**config.mk**
```make
export PLATFORM = sky130hd
export DESIGN_NAME = rm_addr_gen
export DESIGN_NICKNAME = d
export VERILOG_FILES = /design/src/rtl/rm_pkg.sv /design/src/rtl/rm_geom.sv /design/src/rtl/rm_walker.sv /design/src/rtl/rm_addr_gen.sv
export SDC_FILE = /design/constraint.sdc
export NUM_CORES = 1
export LEC_CHECK = 0
export BUFFER_PORTS_ARGS = -buffer_cell sky130_fd_sc_hd__buf_2
export CAP_MARGIN = 10
export CORE_UTILIZATION = 40
export CTS_CLUSTER_DIAMETER = 200
export DETAILED_ROUTE_END_ITERATION = 8
export GPL_TIMING_DRIVEN = 0
export HOLD_SLACK_MARGIN = 0.15
export PLACE_DENSITY = 0.6
export SLEW_MARGIN = 20
export SYNTH_ARGS = -nofsm -noshare
export SYNTH_HDL_FRONTEND = slang
export SYNTH_SLANG_ARGS = --single-unit
```
**constraint.sdc**
```tcl
create_clock -name clk -period 13.3 [get_ports clk]
set_clock_uncertainty 0.1 [all_clocks]
set_input_delay 2.66 -clock clk [delete_from_list [all_inputs] [get_ports clk]]
set_output_delay 2.66 -clock clk [all_outputs]
set_load 0.005 [all_outputs]
```
**src/rtl/rm_pkg.sv**
```systemverilog
// Shared types for the rotate/mirror address generator.
// Assumes the rotation code is the plain two-bit encoding given in the brief.
package rm_pkg;
    typedef enum logic [1:0] {
        ROT_0   = 2'd0,
        ROT_90  = 2'd1,
        ROT_180 = 2'd2,
        ROT_270 = 2'd3
    } rot_e;

    // True when the rotation swaps the horizontal and vertical extents.
    function automatic logic axes_swapped(rot_e r);
        return (r == ROT_90) || (r == ROT_270);
    endfunction
endpackage

```
**src/rtl/rm_geom.sv**
```systemverilog
// Geometry decoder: from the source size, rotation, mirror and stride, works out
// the byte offset of output pixel (0,0), the signed address steps along an output
// row (u) and down an output column (v), the output extents minus one, and whether
// the size breaks a limit. Purely combinational; evaluated once at frame load.
// Assumes the stride and size fit the address width, and that ADDR_W arithmetic wraps.
module rm_geom
    import rm_pkg::*;
#(
    parameter int DIM_W     = 12,
    parameter int ADDR_W    = 32,
    parameter int STRIDE_W  = 16,
    parameter int BPP       = 4,
    parameter int MAX_OUT_W = 2048,
    parameter int MAX_ROT_H = 1088
) (
    input  logic [DIM_W-1:0]    width,
    input  logic [DIM_W-1:0]    height,
    input  rot_e                rot,
    input  logic                mirror,
    input  logic [STRIDE_W-1:0] stride,
    output logic [ADDR_W-1:0]   start_off,
    output logic [ADDR_W-1:0]   step_u,
    output logic [ADDR_W-1:0]   step_v,
    output logic [DIM_W-1:0]    wout_m1,
    output logic [DIM_W-1:0]    hout_m1,
    output logic                bad
);
    localparam logic [DIM_W-1:0] LIM_W = DIM_W'(MAX_OUT_W);
    localparam logic [DIM_W-1:0] LIM_H = DIM_W'(MAX_ROT_H);
    localparam logic [DIM_W-1:0] ONE   = DIM_W'(1);

    logic [ADDR_W-1:0] px, ln, x_fwd, x_rev, y_fwd, y_rev;
    logic [DIM_W-1:0]  w_m1, h_m1, x0p, x0, y0;
    logic              swap;

    // Pick the corner and unit steps for the requested orientation.
    always_comb begin
        px    = ADDR_W'(BPP);
        ln    = ADDR_W'(stride);
        x_fwd = mirror ? -px : px;
        x_rev = -x_fwd;
        y_fwd = ln;
        y_rev = -ln;
        w_m1  = width - ONE;
        h_m1  = height - ONE;
        swap  = axes_swapped(rot);
        unique case (rot)
            ROT_0:   begin x0p = '0;   y0 = '0;   step_u = x_fwd; step_v = y_fwd; end
            ROT_90:  begin x0p = '0;   y0 = h_m1; step_u = y_rev; step_v = x_fwd; end
            ROT_180: begin x0p = w_m1; y0 = h_m1; step_u = x_rev; step_v = y_rev; end
            default: begin x0p = w_m1; y0 = '0;   step_u = y_fwd; step_v = x_rev; end
        endcase
        x0        = mirror ? (w_m1 - x0p) : x0p;
        start_off = ADDR_W'(y0) * ln + ADDR_W'(x0) * px;
        wout_m1   = swap ? h_m1 : w_m1;
        hout_m1   = swap ? w_m1 : h_m1;
        bad       = (width == '0) || (height == '0) ||
                    (swap ? (height > LIM_H) : (width > LIM_W));
    end
endmodule

```
**src/rtl/rm_walker.sv**
```systemverilog
// Address walker: on load, captures the first address, the steps and the extents,
// then emits one address per accepted beat in output raster order. It adds the row
// step to a row-start register at each line end and the pixel step inside a line,
// so the loop has adders only. Assumes load is raised only while idle.
module rm_walker #(
    parameter int DIM_W  = 12,
    parameter int ADDR_W = 32
) (
    input  logic              clk,
    input  logic              rst_n,
    input  logic              load,
    input  logic [ADDR_W-1:0] first_addr,
    input  logic [ADDR_W-1:0] step_u,
    input  logic [ADDR_W-1:0] step_v,
    input  logic [DIM_W-1:0]  wout_m1,
    input  logic [DIM_W-1:0]  hout_m1,
    input  logic              out_ready,
    output logic              out_valid,
    output logic [ADDR_W-1:0] out_addr,
    output logic              out_eol,
    output logic              out_eof
);
    logic              active;
    logic [DIM_W-1:0]  u, v, wl, hl;
    logic [ADDR_W-1:0] cur, row, su, sv;
    logic              fire;

    assign fire      = active && out_ready;
    assign out_valid = active;
    assign out_addr  = cur;
    assign out_eol   = active && (u == wl);
    assign out_eof   = out_eol && (v == hl);

    // Advance the output position and the running address on each accepted beat.
    always_ff @(posedge clk) begin
        if (!rst_n) begin
            active <= 1'b0;
            u <= '0; v <= '0; wl <= '0; hl <= '0;
            cur <= '0; row <= '0; su <= '0; sv <= '0;
        end else if (load) begin
            active <= 1'b1;
            u <= '0; v <= '0;
            wl <= wout_m1; hl <= hout_m1;
            cur <= first_addr; row <= first_addr;
            su <= step_u; sv <= step_v;
        end else if (fire) begin
            if (out_eof) begin
                active <= 1'b0;
            end else if (out_eol) begin
                u   <= '0;
                v   <= v + DIM_W'(1);
                row <= row + sv;
                cur <= row + sv;
            end else begin
                u   <= u + DIM_W'(1);
                cur <= cur + su;
            end
        end
    end

    assert_hold_R8: assert property (@(posedge clk) disable iff (!rst_n)
        (out_valid && !out_ready) |=> (out_valid && $stable(out_addr) && $stable(out_eol) && $stable(out_eof)));
    assert_frame_ends_R7: assert property (@(posedge clk) disable iff (!rst_n)
        (out_valid && out_ready && out_eof) |=> !out_valid);
    assert_col_bound_R7: assert property (@(posedge clk) disable iff (!rst_n)
        out_valid |-> (u <= wl) && (v <= hl));
endmodule

```
**src/rtl/rm_addr_gen.sv**
```systemverilog
// Top of the rotate/mirror read address generator. Accepts a start only while no
// frame is streaming; checks the geometry, reports an error and stays idle for an
// illegal size, otherwise loads the walker with the decoded geometry.
// Assumes configuration inputs are stable in the cycle start is raised.
module rm_addr_gen
    import rm_pkg::*;
#(
    parameter int DIM_W     = 12,
    parameter int ADDR_W    = 32,
    parameter int STRIDE_W  = 16,
    parameter int BPP       = 4,
    parameter int MAX_OUT_W = 2048,
    parameter int MAX_ROT_H = 1088
) (
    input  logic                clk,
    input  logic                rst_n,
    input  logic [DIM_W-1:0]    cfg_width,
    input  logic [DIM_W-1:0]    cfg_height,
    input  logic [ADDR_W-1:0]   cfg_base,
    input  logic [STRIDE_W-1:0] cfg_stride,
    input  logic [1:0]          cfg_rot,
    input  logic                cfg_mirror,
    input  logic                start,
    output logic                out_valid,
    input  logic                out_ready,
    output logic [ADDR_W-1:0]   out_addr,
    output logic                out_eol,
    output logic                out_eof,
    output logic                cfg_err
);
    logic [ADDR_W-1:0] start_off, step_u, step_v;
    logic [DIM_W-1:0]  wout_m1, hout_m1;
    logic              geom_bad, take, load;

    assign take = start && !out_valid;
    assign load = take && !geom_bad;

    rm_geom #(
        .DIM_W(DIM_W), .ADDR_W(ADDR_W), .STRIDE_W(STRIDE_W), .BPP(BPP),
        .MAX_OUT_W(MAX_OUT_W), .MAX_ROT_H(MAX_ROT_H)
    ) u_geom (
        .width(cfg_width), .height(cfg_height), .rot(rot_e'(cfg_rot)),
        .mirror(cfg_mirror), .stride(cfg_stride),
        .start_off(start_off), .step_u(step_u), .step_v(step_v),
        .wout_m1(wout_m1), .hout_m1(hout_m1), .bad(geom_bad)
    );

    rm_walker #(.DIM_W(DIM_W), .ADDR_W(ADDR_W)) u_walk (
        .clk(clk), .rst_n(rst_n), .load(load),
        .first_addr(cfg_base + start_off), .step_u(step_u), .step_v(step_v),
        .wout_m1(wout_m1), .hout_m1(hout_m1), .out_ready(out_ready),
        .out_valid(out_valid), .out_addr(out_addr), .out_eol(out_eol), .out_eof(out_eof)
    );

    // Record the verdict of each start request honoured while idle.
    always_ff @(posedge clk) begin
        if (!rst_n)    cfg_err <= 1'b0;
        else if (take) cfg_err <= geom_bad;
    end

    assert_reject_R9: assert property (@(posedge clk) disable iff (!rst_n)
        (take && geom_bad) |=> (!out_valid && cfg_err));
    assert_clean_start_R9: assert property (@(posedge clk) disable iff (!rst_n)
        $rose(out_valid) |-> !cfg_err);
    assert_busy_ignore_R11: assert property (@(posedge clk) disable iff (!rst_n)
        (out_valid && start) |=> $stable(cfg_err));
endmodule

```
Yosys cells after proc, flatten, opt, wreduce, memory -nomap -nowiden
Cells that the tools add are included.
- add/sub/neg operators: 11
- $mul: 1
- equal/unequal tests: 6
- bitwise logic cells: 2
- mux-type cells: 21
- reductions and logical operators: 24
- $lt $le $gt $ge: 2
- operators with widths (kind ; count):
    two-way mux 32 bit ; 9
    one-hot mux 32 bit (3 select lines) ; 2
    adder 32 bit ; 3
    two-way mux 12 bit ; 6
    negation 16 -> 32 bit ; 1
    negation 32 bit ; 1
    adder 28 x 14 -> 29 bit ; 1
    multiplier 12 x 16 -> 28 bit ; 1
    adder 12 x 1 -> 12 bit, second input constant ; 2
    equality test 12 bit ; 2
    logical NOT 12 bit ; 2
    subtractor 12 x 1 -> 12 bit, second input constant ; 2
    > comparator 12 x 11 -> 1 bit, second input constant ; 1
    > comparator 12 bit, second input constant ; 1
    subtractor 12 bit ; 1
    AND reduction 2 bit ; 3
    AND reduction 3 bit ; 2
    nonzero test 2 bit ; 3
    OR reduction 2 bit ; 3
    logical AND 1 bit ; 5
    equality test 2 bit, second input constant ; 2
    two-way mux 1 bit ; 4
    logical OR 1 bit ; 3
    equality test 2 x 1 -> 1 bit, second input constant ; 1
    other kinds (4) ; 6
- output and inout bits: 36
- flip-flop bits (word level): 178
- input bits: 79

Depth between registers and ports, before layout
- depth in word-level cells: 8
- mapped depth: 39

Hierarchy
Synthesis repeated with hierarchy kept, for this count alone.
- cells, all modules: 2689
- area, all modules: 21177.8 um2
- by module, submodules not included (module ; cells each ; instances ; sequential area each (um2) ; area each (um2)):
    rm_walker ; 1275 ; 1 ; 3543.4 ; 10626.4
    rm_geom ; 1197 ; 1 ; 0.0 ; 8934.8
    rm_addr_gen ; 217 ; 1 ; 20.0 ; 1616.6

Least setup slack after synthesis
Ideal clock, no wire load.
- kind: input -> register
- from: input cfg_height[2]
- to: register u_walk.cur[30] (netlist: u_walk.out_addr[30])
- slack: 2.176 ns
- buffers on the path: 2
- arrival time: 10.896 ns
- stages: 34
- required time: 13.072 ns
- path through: nor4_1 nor4b_1 nand2_1 xor2_1 nor2b_1 clkbuf_1 nand2_1 fa_1 fa_1 inv_1 fa_1 fa_1 inv_1 fa_1 inv_1 ha_1 a21oi_1 nand2_1 o21ai_0 nor2_1 a21bo_2 a21o_1 a21oi_1 xnor2_1 ha_1 clkbuf_1 and3_1 nand4_1 or3_1 a211oi_1 o41ai_1 xnor2_1 a221oi_1 a21oi_1
- cells in the longest elaborated chain, start to end: 7
- RTL lines (what ; RTL line ; text):
    start: declaration ; rm_addr_gen.sv:18 ; input logic [DIM_W-1:0] cfg_height,
    parallel branches: the longest is 7 deep, another holds adder 32 bit ; -- ;
    end signal: assignment ; rm_walker.sv:44 ; cur <= first_addr; row <= first_addr;
    end signal: assignment ; rm_walker.sv:53 ; cur <= row + sv;
    end signal: assignment ; rm_walker.sv:56 ; cur <= cur + su;
    end: declaration ; rm_walker.sv:25 ; logic [ADDR_W-1:0] cur, row, su, sv;
Parallel ways; which one is timed is not known.
A chain may end at the register's enable or synchronous reset.

Final worst setup path
Ends and elaborated chain as after synthesis.

==> qor.txt <==
status = complete, no violations
Hold-fix buffers, CTS = 0
distinct cell type count after synthesis = 86
Setup crit start kind = input pin
Worst Hold Class = flop to flop
VDD IR max = 0.2484 mV
PD cells = 218.9 nW/um2
Post-synth EDFFs = 0
crit-path leading delay family = adder cells
largest net degree at the start of global routing = 17
reg2reg end = u_walk.out_addr[28]
Tot GR Track Use = 0.2801
CTS Buf Count = 17
crit-path max cell delay = 640 ps
Synthesized Nets = 3043
Crit-path slowest cell = nor4b_1
vias in the first global route = 19214
routability cong. = 0.9727
Worst Setup SP = cfg_height[2]
vias per inst = 5.679
Tmin final = 12660 ps
CP arrival = 12900 ps
Setup Crit Path Kind = input pin to flop
Core Util, Final = 0.4459
Clock Root Buffer = clkbuf_16
Reg2Reg Launch Point = u_walk.sv[0]
final setup TNS = 0 ps
core area = 50270 um2
WL final = 72640 um
Most Frequent Cell on Critical Path = fa_1
post-CTS setup buffer count = 0
Post-Place Cell Area = 21800 um2
share of cells above drive strength 1 = 0.07370
FP Rows = 82
RSZ-0062 raised after global routing = false
global-route wire length before repair = 112800 um
post-cts resize count = 0
IO Port Bufs = 103
clock latency on the worst-skew pair = 470 ps
Ys Warns = 0
total number of vias = 19542
most frequent cells in the layout = nand2_1, inv_1, a21oi_1
DRT iter0 DRCs = 1599
H-tree levels = 4
P&R area growth vs syn = 9.651%
DIE WIDTH = 228.1 um
CP Data Required Time = 13540 ps
Hold Path Cell Cnt = 2
clock sink count = 176
setup violators final = 0
final hold viol count = 0
maximum clock frequency = 0.07902 GHz
detailed placer's ending HPWL = 59890 um
fin crit share = 0.9515
initial antenna violation count = 2
ys async rst share = 0
GRT overflow = 0
relative slew slack = 0.3576
drt wl/cell = 21.11 um
Cells after Synth = 2633
Synth Flop Type = dfxtp_1
starting density of the core = 0.4067
leakage = 0.01035 uW
Seq cells post-synth = 176
hold path startpoint = u_walk.su[22]
die height = 228.1 um
I/O pin total = 115
Pre-Repair DR Iteration Count = 7
WHS Endpoint = u_walk.su[22]
clock-pin slew on the worst setup and hold paths = 70 ps
Pins Over Slew Limit = 0
Routed Antenna Nets = 0
nets = 3165
measured slew at the worst slew-check pin = 961.7 ps
critical path capture point type = flop
Filler Cells Inserted = 5075
area of the mapped netlist = 20450 um2
CTS tree = done
Buf/Inv on CP = 6
most common cell after layout, fill and taps aside = nand2_1
max_cap viols = 0
post-synthesis sequential area ratio = 0.1723
DRC Markers = 0
post-route cell area = 22420 um2
Die ar. = 52020 um2
worst reg-to-reg setup slack = 9560 ps
worst r2r path cells = 12
clock buffer depth = 2
Synth Area per Inst = 7.765 um2
Crit Path Max Fanout = 10
flip-flops by register name (all words and copies together) (netlist names):
name              cells
u_walk.out_addr      32
u_walk.row           32
u_walk.su            31
u_walk.sv            31
u_walk.hl            12
u_walk.u             12
u_walk.v             12
u_walk.wl            12
cfg_err               1
u_walk.out_valid      1
worst register-to-register path: stages (launching register included):
cell	delay, ps
dfxtp_1	370
ha_1	230
inv_1	70
fa_1	400
nand2b_1	180
a211oi_1	450
o21ai_0	330
a21oi_1	340
o21ai_0	290
a21oi_1	280
nor3_1	110
or3_1	340
a31oi_1	170
through the flow:
step	hold WS (ps)	instances	power (uW)	setup WS, ps
5_1_grt	369.9	3441	5305	18.46
3_3_place_gp	335.0	3408	4226	399.7
6_report	350.6	3441	4907	644.6
3_5_place_dp	338.7	3408	4266	294.1
2_1_floorplan	326.2	2633	3192	2176
4_1_cts	350.1	3440	4824	749.3
cell usage after synthesis (4+ instances only):
cell type | instances | area [um2]
or3_1 | 19 | 118.9
buf_2 | 24 | 120.1
nand4_1 | 18 | 112.6
o221ai_1 | 6 | 52.55
a21o_1 | 87 | 653.1
o21ai_0 | 101 | 505.5
and3_1 | 24 | 150.1
nand2b_1 | 16 | 100.1
ha_1 | 174 | 2177
or2_2 | 8 | 50.05
o311ai_0 | 5 | 43.79
o31ai_1 | 12 | 90.09
nor2_1 | 179 | 671.9
o22ai_1 | 5 | 31.28
inv_1 | 239 | 897.1
dfxtp_1 | 176 | 3523
a311oi_1 | 7 | 61.31
nand3b_1 | 5 | 37.54
and2_1 | 74 | 462.9
a21oi_1 | 214 | 1071
mux2i_1 | 12 | 120.1
xnor2_1 | 79 | 691.9
a22oi_1 | 6 | 45.04
o21bai_1 | 13 | 97.59
a221oi_1 | 22 | 192.7
a21boi_0 | 5 | 37.54
clkbuf_1 | 116 | 435.4
o21a_1 | 26 | 195.2
mux2_2 | 11 | 123.9
a31oi_1 | 35 | 219.0
nor3_1 | 30 | 150.1
a41oi_1 | 5 | 43.79
xor2_1 | 77 | 674.4
nor3b_1 | 4 | 30.03
nand3_1 | 51 | 255.2
o211ai_1 | 47 | 352.8
a211o_1 | 4 | 35.03
o31a_1 | 4 | 35.03
a2111oi_0 | 4 | 35.03
a211oi_1 | 38 | 285.3
fa_1 | 157 | 3143
nor2b_1 | 28 | 175.2
nand2_1 | 391 | 1468
nor4_1 | 10 | 62.56
layer usage:
metal,track usage,wire length [um],vias to the layer above
li1,-,-,9254
met1,0.3834,33130,9487
met2,0.4590,32870,681
met3,0.02375,4218,118
met4,0.1040,2405,2
met5,0,12,-
logic make-up after synthesis:
logic type               count (synthesis)  share of synthesized area
AND/OR/NAND/NOR                        881                     0.1997
AO/OA/AOI/OAI                          677                     0.2152
buffers and inverters                  388                    0.07362
adder cells (fa/ha/maj)                331                     0.2602
flip-flops                             176                     0.1723
XOR/XNOR                               156                    0.06683
multiplexers                            23                    0.01193
other                                    1                  0.0001834
where the power goes:
| part | switching (uW) | internal [uW] | total [uW] |
|---|---|---|---|
| logic | 2400 | 1310 | 3710 |
| registers | 64.4 | 591 | 655 |
| clock network | 236 | 306 | 542 |
| total | 2700 | 2210 | 4910 |
worst max-delay path by stage:
stage	slack [ps]	cells past startpoint	endpoint
2_1_floorplan	2180	34	u_walk.out_addr[30]
3_3_place_gp	400	32	u_walk.out_addr[31]
3_5_place_dp	290	36	u_walk.out_addr[30]
4_1_cts	750	36	u_walk.out_addr[30]
5_1_grt	20	36	u_walk.out_addr[30]
6_report	640	36	u_walk.out_addr[30]
area by class of cell:
class	instances	area (um2)	area share
plain buffers	147	600.6	0.02679
multi-input cells	2069	15420	0.6877
repair buffers	103	515.5	0.02299
clock inverters	12	157.7	0.007032
diodes	1	2.502	0.0001116
well taps	672	840.8	0.03750
inverters	241	904.6	0.04035
flip-flops and latches	176	3523	0.1572
clock buffers	20	456.7	0.02037
No activity file was read; power rests on OpenSTA's default activity.
